===== config.mk =====
export PLATFORM = sky130hd
export DESIGN_NAME = dtick_timer
export DESIGN_NICKNAME = d
export VERILOG_FILES = /design/src/rtl/dtick_pkg.sv /design/src/rtl/dtick_regs.sv /design/src/rtl/dtick_counter.sv /design/src/rtl/dtick_flag.sv /design/src/rtl/dtick_bus.sv /design/src/rtl/dtick_timer.sv
export SDC_FILE = /design/constraint.sdc
export NUM_CORES = 1
export LEC_CHECK = 0
export ABC_AREA = 1
export BUFFER_PORTS_ARGS = -buffer_cell sky130_fd_sc_hd__buf_2
export CORE_MARGIN = 3
export CORE_UTILIZATION = 49
export DETAILED_ROUTE_END_ITERATION = 6
export HOLD_SLACK_MARGIN = 0.1
export PLACE_DENSITY = 0.73
export SLEW_MARGIN = 20
export SYNTH_ARGS = -nofsm -noshare
export SYNTH_HDL_FRONTEND = slang
export SYNTH_SLANG_ARGS = --single-unit

===== constraint.sdc =====
create_clock -name clk_i -period 2.1 [get_ports clk_i]
set_input_delay 0.42 -clock clk_i [delete_from_list [all_inputs] [get_ports clk_i]]
set_output_delay 0.42 -clock clk_i [all_outputs]
set_load 0.1 [all_outputs]

===== src/rtl/dtick_pkg.sv =====
`timescale 1ns/1ps
package dtick_pkg;
    localparam int DATA_W      = 32;
    localparam int NUM_REGS    = 3;
    localparam int IDX_CTRL    = 0;
    localparam int IDX_RELOAD  = 1;
    localparam int IDX_CURRENT = 2;

    // control word bit positions
    localparam int BIT_EN    = 0;
    localparam int BIT_INTEN = 1;
    localparam int BIT_SRC   = 2;
    localparam int BIT_FLAG  = 16;

    typedef struct packed {
        logic src_core;
        logic inten;
        logic en;
    } ctrl_t;

    typedef enum logic [1:0] {
        CNT_HALT = 2'd0,
        CNT_RUN  = 2'd1,
        CNT_ZERO = 2'd2
    } cnt_state_e;

    typedef enum logic {
        FLG_CLEAR = 1'b0,
        FLG_SET   = 1'b1
    } flag_state_e;

    function automatic logic [7:0] reg_offset(input int idx);
        case (idx)
            IDX_CTRL:   return 8'h10;
            IDX_RELOAD: return 8'h14;
            default:    return 8'h18;
        endcase
    endfunction
endpackage


===== src/rtl/dtick_regs.sv =====
`timescale 1ns/1ps
module dtick_regs
    import dtick_pkg::*;
#(
    parameter int CNT_W = 24
) (
    input  logic                clk_i,
    input  logic                rst_ni,
    input  logic                ctrl_wr_i,
    input  logic                reload_wr_i,
    input  logic [DATA_W-1:0]   wdata_i,
    output ctrl_t               ctrl_o,
    output logic [CNT_W-1:0]    reload_o
);
    logic unused_wdata_hi;
    assign unused_wdata_hi = ^wdata_i[DATA_W-1:CNT_W];

    always_ff @(posedge clk_i) begin
        if (!rst_ni) begin
            ctrl_o   <= '0;
            reload_o <= '0;
        end else begin
            if (ctrl_wr_i) begin
                ctrl_o.en       <= wdata_i[BIT_EN];
                ctrl_o.inten    <= wdata_i[BIT_INTEN];
                ctrl_o.src_core <= wdata_i[BIT_SRC];
            end
            if (reload_wr_i) begin
                reload_o <= wdata_i[CNT_W-1:0];
            end
        end
    end
endmodule


===== src/rtl/dtick_counter.sv =====
`timescale 1ns/1ps
module dtick_counter
    import dtick_pkg::*;
#(
    parameter int CNT_W = 24
) (
    input  logic             clk_i,
    input  logic             rst_ni,
    input  logic             en_i,
    input  logic             src_core_i,
    input  logic             ref_tick_i,
    input  logic             cur_clr_i,
    input  logic [CNT_W-1:0] reload_i,
    output logic [CNT_W-1:0] cnt_o,
    output logic             hit_o
);
    localparam logic [CNT_W-1:0] ONE = CNT_W'(1);

    cnt_state_e       st_q, st_d;
    logic [CNT_W-1:0] cnt_q, cnt_d;
    logic             active;
    logic             hit;

    assign active = src_core_i | ref_tick_i;

    always_ff @(posedge clk_i) begin
        if (!rst_ni) begin
            st_q  <= CNT_HALT;
            cnt_q <= '0;
        end else begin
            st_q  <= st_d;
            cnt_q <= cnt_d;
        end
    end

    always_comb begin
        st_d  = st_q;
        cnt_d = cnt_q;
        hit   = 1'b0;
        if (cur_clr_i) begin
            cnt_d = '0;
            st_d  = en_i ? CNT_ZERO : CNT_HALT;
        end else begin
            unique case (st_q)
                CNT_HALT: begin
                    if (en_i) begin
                        st_d = (cnt_q == '0) ? CNT_ZERO : CNT_RUN;
                    end
                end
                CNT_RUN: begin
                    if (!en_i) begin
                        st_d = CNT_HALT;
                    end else if (active) begin
                        if (cnt_q == ONE) begin
                            cnt_d = '0;
                            hit   = 1'b1;
                            st_d  = CNT_ZERO;
                        end else begin
                            cnt_d = cnt_q - ONE;
                        end
                    end
                end
                CNT_ZERO: begin
                    if (!en_i) begin
                        st_d = CNT_HALT;
                    end else if (active) begin
                        cnt_d = reload_i;
                        st_d  = (reload_i == '0) ? CNT_ZERO : CNT_RUN;
                    end
                end
                default: st_d = CNT_HALT;
            endcase
        end
    end

    assign cnt_o = cnt_q;
    assign hit_o = hit;
endmodule


===== src/rtl/dtick_flag.sv =====
`timescale 1ns/1ps
module dtick_flag
    import dtick_pkg::*;
(
    input  logic clk_i,
    input  logic rst_ni,
    input  logic hit_i,
    input  logic inten_i,
    input  logic rd_clr_i,
    input  logic wr_clr_i,
    output logic flag_o,
    output logic irq_o
);
    flag_state_e st_q, st_d;
    logic        irq_q;

    always_ff @(posedge clk_i) begin
        if (!rst_ni) begin
            st_q  <= FLG_CLEAR;
            irq_q <= 1'b0;
        end else begin
            st_q  <= st_d;
            irq_q <= hit_i & inten_i;
        end
    end

    always_comb begin
        st_d = st_q;
        unique case (st_q)
            FLG_CLEAR: if (hit_i) st_d = FLG_SET;
            FLG_SET:   if (!hit_i && (rd_clr_i || wr_clr_i)) st_d = FLG_CLEAR;
            default:   st_d = FLG_CLEAR;
        endcase
    end

    assign flag_o = (st_q == FLG_SET);
    assign irq_o  = irq_q;
endmodule


===== src/rtl/dtick_bus.sv =====
`timescale 1ns/1ps
module dtick_bus
    import dtick_pkg::*;
#(
    parameter int ADDR_W = 8,
    parameter int CNT_W  = 24
) (
    input  logic              sel_i,
    input  logic              we_i,
    input  logic [ADDR_W-1:0] addr_i,
    input  ctrl_t             ctrl_i,
    input  logic              flag_i,
    input  logic [CNT_W-1:0]  reload_i,
    input  logic [CNT_W-1:0]  cnt_i,
    output logic              ctrl_wr_o,
    output logic              reload_wr_o,
    output logic              cur_wr_o,
    output logic              ctrl_rd_o,
    output logic [DATA_W-1:0] rdata_o
);
    logic [NUM_REGS-1:0] hit;
    logic                rd;
    logic                wr;

    for (genvar g = 0; g < NUM_REGS; g++) begin : g_dec
        assign hit[g] = (addr_i == ADDR_W'(reg_offset(g)));
    end

    assign rd = sel_i & ~we_i;
    assign wr = sel_i &  we_i;

    assign ctrl_wr_o   = wr & hit[IDX_CTRL];
    assign reload_wr_o = wr & hit[IDX_RELOAD];
    assign cur_wr_o    = wr & hit[IDX_CURRENT];
    assign ctrl_rd_o   = rd & hit[IDX_CTRL];

    always_comb begin
        rdata_o = '0;
        if (rd) begin
            if (hit[IDX_CTRL]) begin
                rdata_o[BIT_EN]    = ctrl_i.en;
                rdata_o[BIT_INTEN] = ctrl_i.inten;
                rdata_o[BIT_SRC]   = ctrl_i.src_core;
                rdata_o[BIT_FLAG]  = flag_i;
            end else if (hit[IDX_RELOAD]) begin
                rdata_o[CNT_W-1:0] = reload_i;
            end else if (hit[IDX_CURRENT]) begin
                rdata_o[CNT_W-1:0] = cnt_i;
            end
        end
    end
endmodule


===== src/rtl/dtick_timer.sv =====
`timescale 1ns/1ps
module dtick_timer
    import dtick_pkg::*;
#(
    parameter int ADDR_W = 8,
    parameter int CNT_W  = 24
) (
    input  logic              clk_i,
    input  logic              rst_ni,
    input  logic              ref_tick_i,
    input  logic              bus_sel_i,
    input  logic              bus_we_i,
    input  logic [ADDR_W-1:0] bus_addr_i,
    input  logic [31:0]       bus_wdata_i,
    output logic [31:0]       bus_rdata_o,
    output logic              tick_irq_o
);
    ctrl_t            ctrl_q;
    logic [CNT_W-1:0] reload_q;
    logic [CNT_W-1:0] cnt_val;
    logic             flag_val;
    logic             hit;
    logic             ctrl_wr;
    logic             reload_wr;
    logic             cur_wr;
    logic             ctrl_rd;

    dtick_bus #(.ADDR_W(ADDR_W), .CNT_W(CNT_W)) bus_i (
        .sel_i       (bus_sel_i),
        .we_i        (bus_we_i),
        .addr_i      (bus_addr_i),
        .ctrl_i      (ctrl_q),
        .flag_i      (flag_val),
        .reload_i    (reload_q),
        .cnt_i       (cnt_val),
        .ctrl_wr_o   (ctrl_wr),
        .reload_wr_o (reload_wr),
        .cur_wr_o    (cur_wr),
        .ctrl_rd_o   (ctrl_rd),
        .rdata_o     (bus_rdata_o)
    );

    dtick_regs #(.CNT_W(CNT_W)) regs_i (
        .clk_i       (clk_i),
        .rst_ni      (rst_ni),
        .ctrl_wr_i   (ctrl_wr),
        .reload_wr_i (reload_wr),
        .wdata_i     (bus_wdata_i),
        .ctrl_o      (ctrl_q),
        .reload_o    (reload_q)
    );

    dtick_counter #(.CNT_W(CNT_W)) cnt_i (
        .clk_i      (clk_i),
        .rst_ni     (rst_ni),
        .en_i       (ctrl_q.en),
        .src_core_i (ctrl_q.src_core),
        .ref_tick_i (ref_tick_i),
        .cur_clr_i  (cur_wr),
        .reload_i   (reload_q),
        .cnt_o      (cnt_val),
        .hit_o      (hit)
    );

    dtick_flag flag_i (
        .clk_i    (clk_i),
        .rst_ni   (rst_ni),
        .hit_i    (hit),
        .inten_i  (ctrl_q.inten),
        .rd_clr_i (ctrl_rd),
        .wr_clr_i (cur_wr),
        .flag_o   (flag_val),
        .irq_o    (tick_irq_o)
    );
endmodule


* Yosys cells after proc, flatten, opt, wreduce, memory -nomap -nowiden
Cells that the tools add are included.
Word-level totals: output and inout port bits 33, input bits 45, register bits 55, logic and storage cells 76
Operators by class: add/sub/neg operators 1, reductions and logical operators 10, equality and inequality tests 14, bitwise gates (word level) 11, mux-type cells 32
Operator list (count):
- $mux 24 | 8
- $logic_not 24->1 | 2
- $pmux 24 s2 | 1
- $eq 24x1->1 const B | 1
- $eq 8x5->1 const B | 3
- $sub 24x1->24 const B | 1
- $mux 2 | 10
- $mux 13 | 1
- $ne 4x2->1 const B | 3
- $mux 1 | 8
- $and 1x1->1 | 7
- $mux 7 | 1
- $pmux 2 s3 | 1
- $reduce_and 5->1 | 1
- $ne 2x1->1 const B | 2
- $ne 2x2->1 const B | 2
- $reduce_and 4->1 | 1
- $mux 3 | 1
- $ne 3x2->1 const B | 1
- $not 1->1 | 3
- $eq 2x1->1 const B | 1
- $eq 2x2->1 const B | 1
- $logic_not 2->1 | 1
- $pmux 1 s2 | 1
- other kinds (6) | 6

* Longest topological paths before layout
depth in word-level cells 10, gate-level depth with buffers 11, mapped depth without buffers 11

* By module
From an unflattened synthesis, not the netlist that was laid out.
Second synthesis, totals: cells, all modules 643, area total of the unflattened synthesis 3985.1 um^2
Modules (own cells, without submodules):
- dtick_counter | area each 2043.2 um^2, seq. area each 520.5 um^2, cells an instance 326, times used 1
- dtick_regs | area each 1093.5 um^2, seq. area each 540.5 um^2, cells an instance 167, times used 1
- dtick_bus | area each 775.7 um^2, seq. area each 0.0 um^2, cells an instance 140, times used 1
- dtick_flag | area each 72.6 um^2, seq. area each 40.0 um^2, cells an instance 10, times used 1

* Worst setup path after synthesis
Ideal clock, no wire load.
path type input port to output port, start in bus_addr_i[1], end out bus_rdata_o[10], buffers on the path 1, stages on the path 7, arrival 2.740 ns, required time 1.680 ns, path slack -1.060 ns, cell sequence or2_4 -> nor3_2 -> nand2_1 -> inv_1 -> buf_2 -> nand2_1 -> a21oi_1
Between the ends: word-level cells in the longest chain between the ends 5, elaborated cells between the ends (all ways) 7, classes of those cells 3 x eq/ne; 4 x mux
RTL lines:
- from (decl) | RTL line dtick_timer.sv:13 | input logic [ADDR_W-1:0] bus_addr_i,
- $eq 8x5->1 | RTL line dtick_bus.sv:26 | assign hit[g] = (addr_i == ADDR_W'(reg_offset(g)));
- $mux 24 | RTL line dtick_bus.sv:47 | end else if (hit[IDX_CURRENT]) begin
- $mux 24 | RTL line dtick_bus.sv:45 | end else if (hit[IDX_RELOAD]) begin
- $mux 13 * | RTL line dtick_bus.sv:40 | if (hit[IDX_CTRL]) begin
- $mux 24 * | RTL line dtick_bus.sv:39 | if (rd) begin
- to (decl) | RTL line dtick_timer.sv:15 | output logic [31:0] bus_rdata_o,
Every way passes the cells marked *; elsewhere a longest branch is shown, timed or not.

* Worst setup path after layout
start in bus_addr_i[1], end out bus_rdata_o[3]
Same word-level chain as after synthesis.

==> results by group <==
Clocking
  • Clk_lat worst skew: 320 ps
  • Hold_buf cts: 0
  • CTS HTree Levels: 2
  • Root Driver: clkbuf_8
  • Maximum clock path buffer count: 2
  • CTS tree: done
  • Clock slew at reported path FFs: 110 ps
  • CTS Sinks: 55
  • Cts bufs inserted: 5

Floorplan
  • Core Region: 0.007019 mm2
  • Die height: 92.34 um
  • Starting Density: 52.03%
  • Die span in x: 92.34 um
  • IO Pins: 78
  • Row count: 30
  • Die area: 0.008526 mm2

Worst setup path
  • R2R Path Start: cnt_i.cnt_o[10]
  • Worst Path Class, Setup: in2out
  • R2R depth: 8
  • Critical Path Fanout Max: 7
  • Worst Path Arrival: 1760 ps
  • Worst Setup End Kind: output port
  • Worst flop-to-flop path endpoint: cnt_i.cnt_o[9]
  • Worst Setup EP: bus_rdata_o[3]
  • R2R setup slack: 270 ps
  • Crit. Startpoint: bus_addr_i[1]
  • Worst EP required: 1680 ps
  • CP Launch Type: primary input

Logic synthesis
  • Compound-Gate Fraction of Synth Area: 22.27%
  • Area leader, netlist: dfxtp_1
  • Ys async rst share: 0%
  • Sequential area share after synthesis: 30.15%
  • Gate Count Post-Synth: 558
  • Adder-Cell Fraction of Synth Area: 1.028%
  • EDFF count, synth: 0
  • Largest family of logic cells by synthesized area: simple AND/OR/NAND/NOR gates
  • YS warnings: 0
  • Share of the synthesized area in the top cell type: 30.15%
  • Synth Register Bits: 55
  • Post-Synthesis Cell Area: 0.003652 mm2
  • Primary FF master, synth: dfxtp_1
  • Post-Synth XOR/XNOR Area: 2.158%
  • Synth Area per Inst: 6.545 um2
  • Largest cells by area after synthesis: dfxtp_1 (30%), a21oi_1 (12%), nand2_1 (12%)
  • Simple-gate share of the synthesized area: 34.19%
  • Synth cell types: 36
  • Multiplexer share of the synthesized area: 0%

Timing
  • Final Setup Violations: 24
  • Slew headroom: 63.24%
  • RSZ-0062 raised after global routing: true
  • Final min period: 2183 ps
  • Setup ws final: -83.47 ps
  • Max Clock Skew: 9.707 ps
  • Final TNS setup: -1434 ps
  • Worst-margin pin slew: 550.0 ps
  • Hold Vio Cnt, Final: 0
  • Worst hold slack: 342.7 ps
  • Fmax: 458.0 MHz
  • Pins Over Slew Limit: 0
  • Crit share post-route: 104.0%

Global route
  • GRT Util Overall: 27.08%
  • Met2 Track Usage GR: 45.62%
  • Gr ovfl total: 0
  • Met3 GRT Util: 3.656%
  • Largest net degree at the start of global routing: 26
  • Number of global-route vias before repair: 3868
  • Global route hottest layer: met2
  • Initial antenna violation count: 0
  • First-pass GRT wire length: 18.77 mm
  • GR Util met1: 37.12%

Place
  • Setup slack at placement: -207.3 ps
  • I/O Buffers: 61
  • Post-DP HPWL: 8.075 mm
  • Placed insts: 710
  • GPL Wtd Cong: 0.9855
  • Cell Area, Placed: 0.004696 mm2

Route
  • Detailed Routing Iterations Pass 1: 5
  • DR DRC count: 0
  • WL/cell: 15.81 um
  • DR iter-0 viols: 439
  • DR vias/cell: 5.680
  • Antenna-violating nets left: 0
  • Via count: 4118
  • WL final: 11.46 mm

Layout
  • Most common cell after layout, fill and taps aside: nand2_1
  • Most frequent cells in the layout: nand2_1 (103), a21oi_1 (72), nor2_1 (62)
  • Area delta synth->final: 37.79%
  • Layout Nets: 676
  • Final std cells w/o fill: 725
  • Final instance area: 0.005032 mm2
  • Layout cells sized above 1: 30.84%
  • N_diodes: 0

Outcome
  • Failing checks: setup timing
  • Status: finished, violations left

Power and ir drop
  • PwrDens: 493.1 mW/mm2
  • P_leak: 0.002131 uW
  • VDD IR-drop max: 0.0003115 V

Run
  • Max-cap viol count: 0

Min path
  • Worst min-delay path class: in2reg
[routing by layer]
metal | vias up | routed length, um
li1 | 1981 | -
met5 | - | 0
met3 | 18 | 1026
met2 | 201 | 5622
met4 | 0 | 183
met1 | 1918 | 4629
[how the worst min path moves through the flow]
stage	startpoint	endpoint	slack, ps	cells after the start
floorplan	regs_i.ctrl_o[1]	regs_i.ctrl_o[1]	440	2
global placement	regs_i.ctrl_o[1]	regs_i.ctrl_o[1]	460	2
detailed placement	regs_i.ctrl_o[1]	regs_i.ctrl_o[1]	480	2
CTS	bus_wdata_i[18]	regs_i.reload_o[18]	340	3
global route	bus_wdata_i[21]	regs_i.reload_o[21]	340	3
finish	bus_wdata_i[18]	regs_i.reload_o[18]	340	3
[cell usage after synthesis, types with 4 or more instances]
cell      instances
buf_4             9
clkbuf_1          7
a21oi_1          91
nor2_1           65
nand2_2           6
nand3_1          34
xor2_1            6
inv_1            38
a21oi_2          10
dfxtp_1          55
o221ai_1          4
buf_2            12
inv_2             4
nor2_2            5
nand2_1         119
o21ai_1           4
nand3_2          12
o21ai_0          35
nand4_1           8
[cell families (layout without fill, tap and decap cells)]
family / count (synthesis) / in the layout
AOI/OAI and AO/OA: 149 / 149
and+or+nand+nor: 266 / 266
xor gates and xnor gates: 9 / 9
buffers and inverters: 75 / 139
DFF: 55 / 55
other: 1 / 8
adders and majority gates: 3 / 3
[sequential cells by signal, indices dropped and copies added (netlist names)]
register / count
cnt_i.cnt_o: 24
regs_i.reload_o: 24
regs_i.ctrl_o: 3
cnt_i.st_q: 2
flag_i.flag_o: 1
flag_i.irq_o: 1
[power by group]
part / total, uW / switching, uW / internal [uW]
registers: 1090 / 24.9 / 1060
clock network: 745 / 383 / 362
logic: 650 / 464 / 186
[worst max-delay path, cell delays in order]
cell and delay (ps):
buf_6 90, or2_4 290, nor3_4 130, nand2_2 100, inv_4 120, buf_12 140
nand2_1 90, a21oi_4 190, buf_12 190
[per-stage QoR]
stage | util [%] | total power, uW
2_1_floorplan | - | 1592
3_3_place_gp | 66.90 | 1711
6_report | 71.69 | 2482
5_1_grt | 71.69 | 2600
3_5_place_dp | 66.90 | 1730
4_1_cts | 70.71 | 2464
[repair_timing]
action                     CTS  global route
pin swaps                    8             3
setup endpoints to repair   24            45
gates cloned                 1             1
resized for setup           28            13
buffers inserted             5             0
[layout make-up]
type	count	area [um2]
clock buffers	5	68.82
clock inverters	3	47.55
fillers	588	1987
inverters	43	181.4
multi-input cells	435	2545
flip-flops and latches	55	1101
well taps	96	120.1
repair buffers	88	968.4
(Power assumes the default switching activity.)
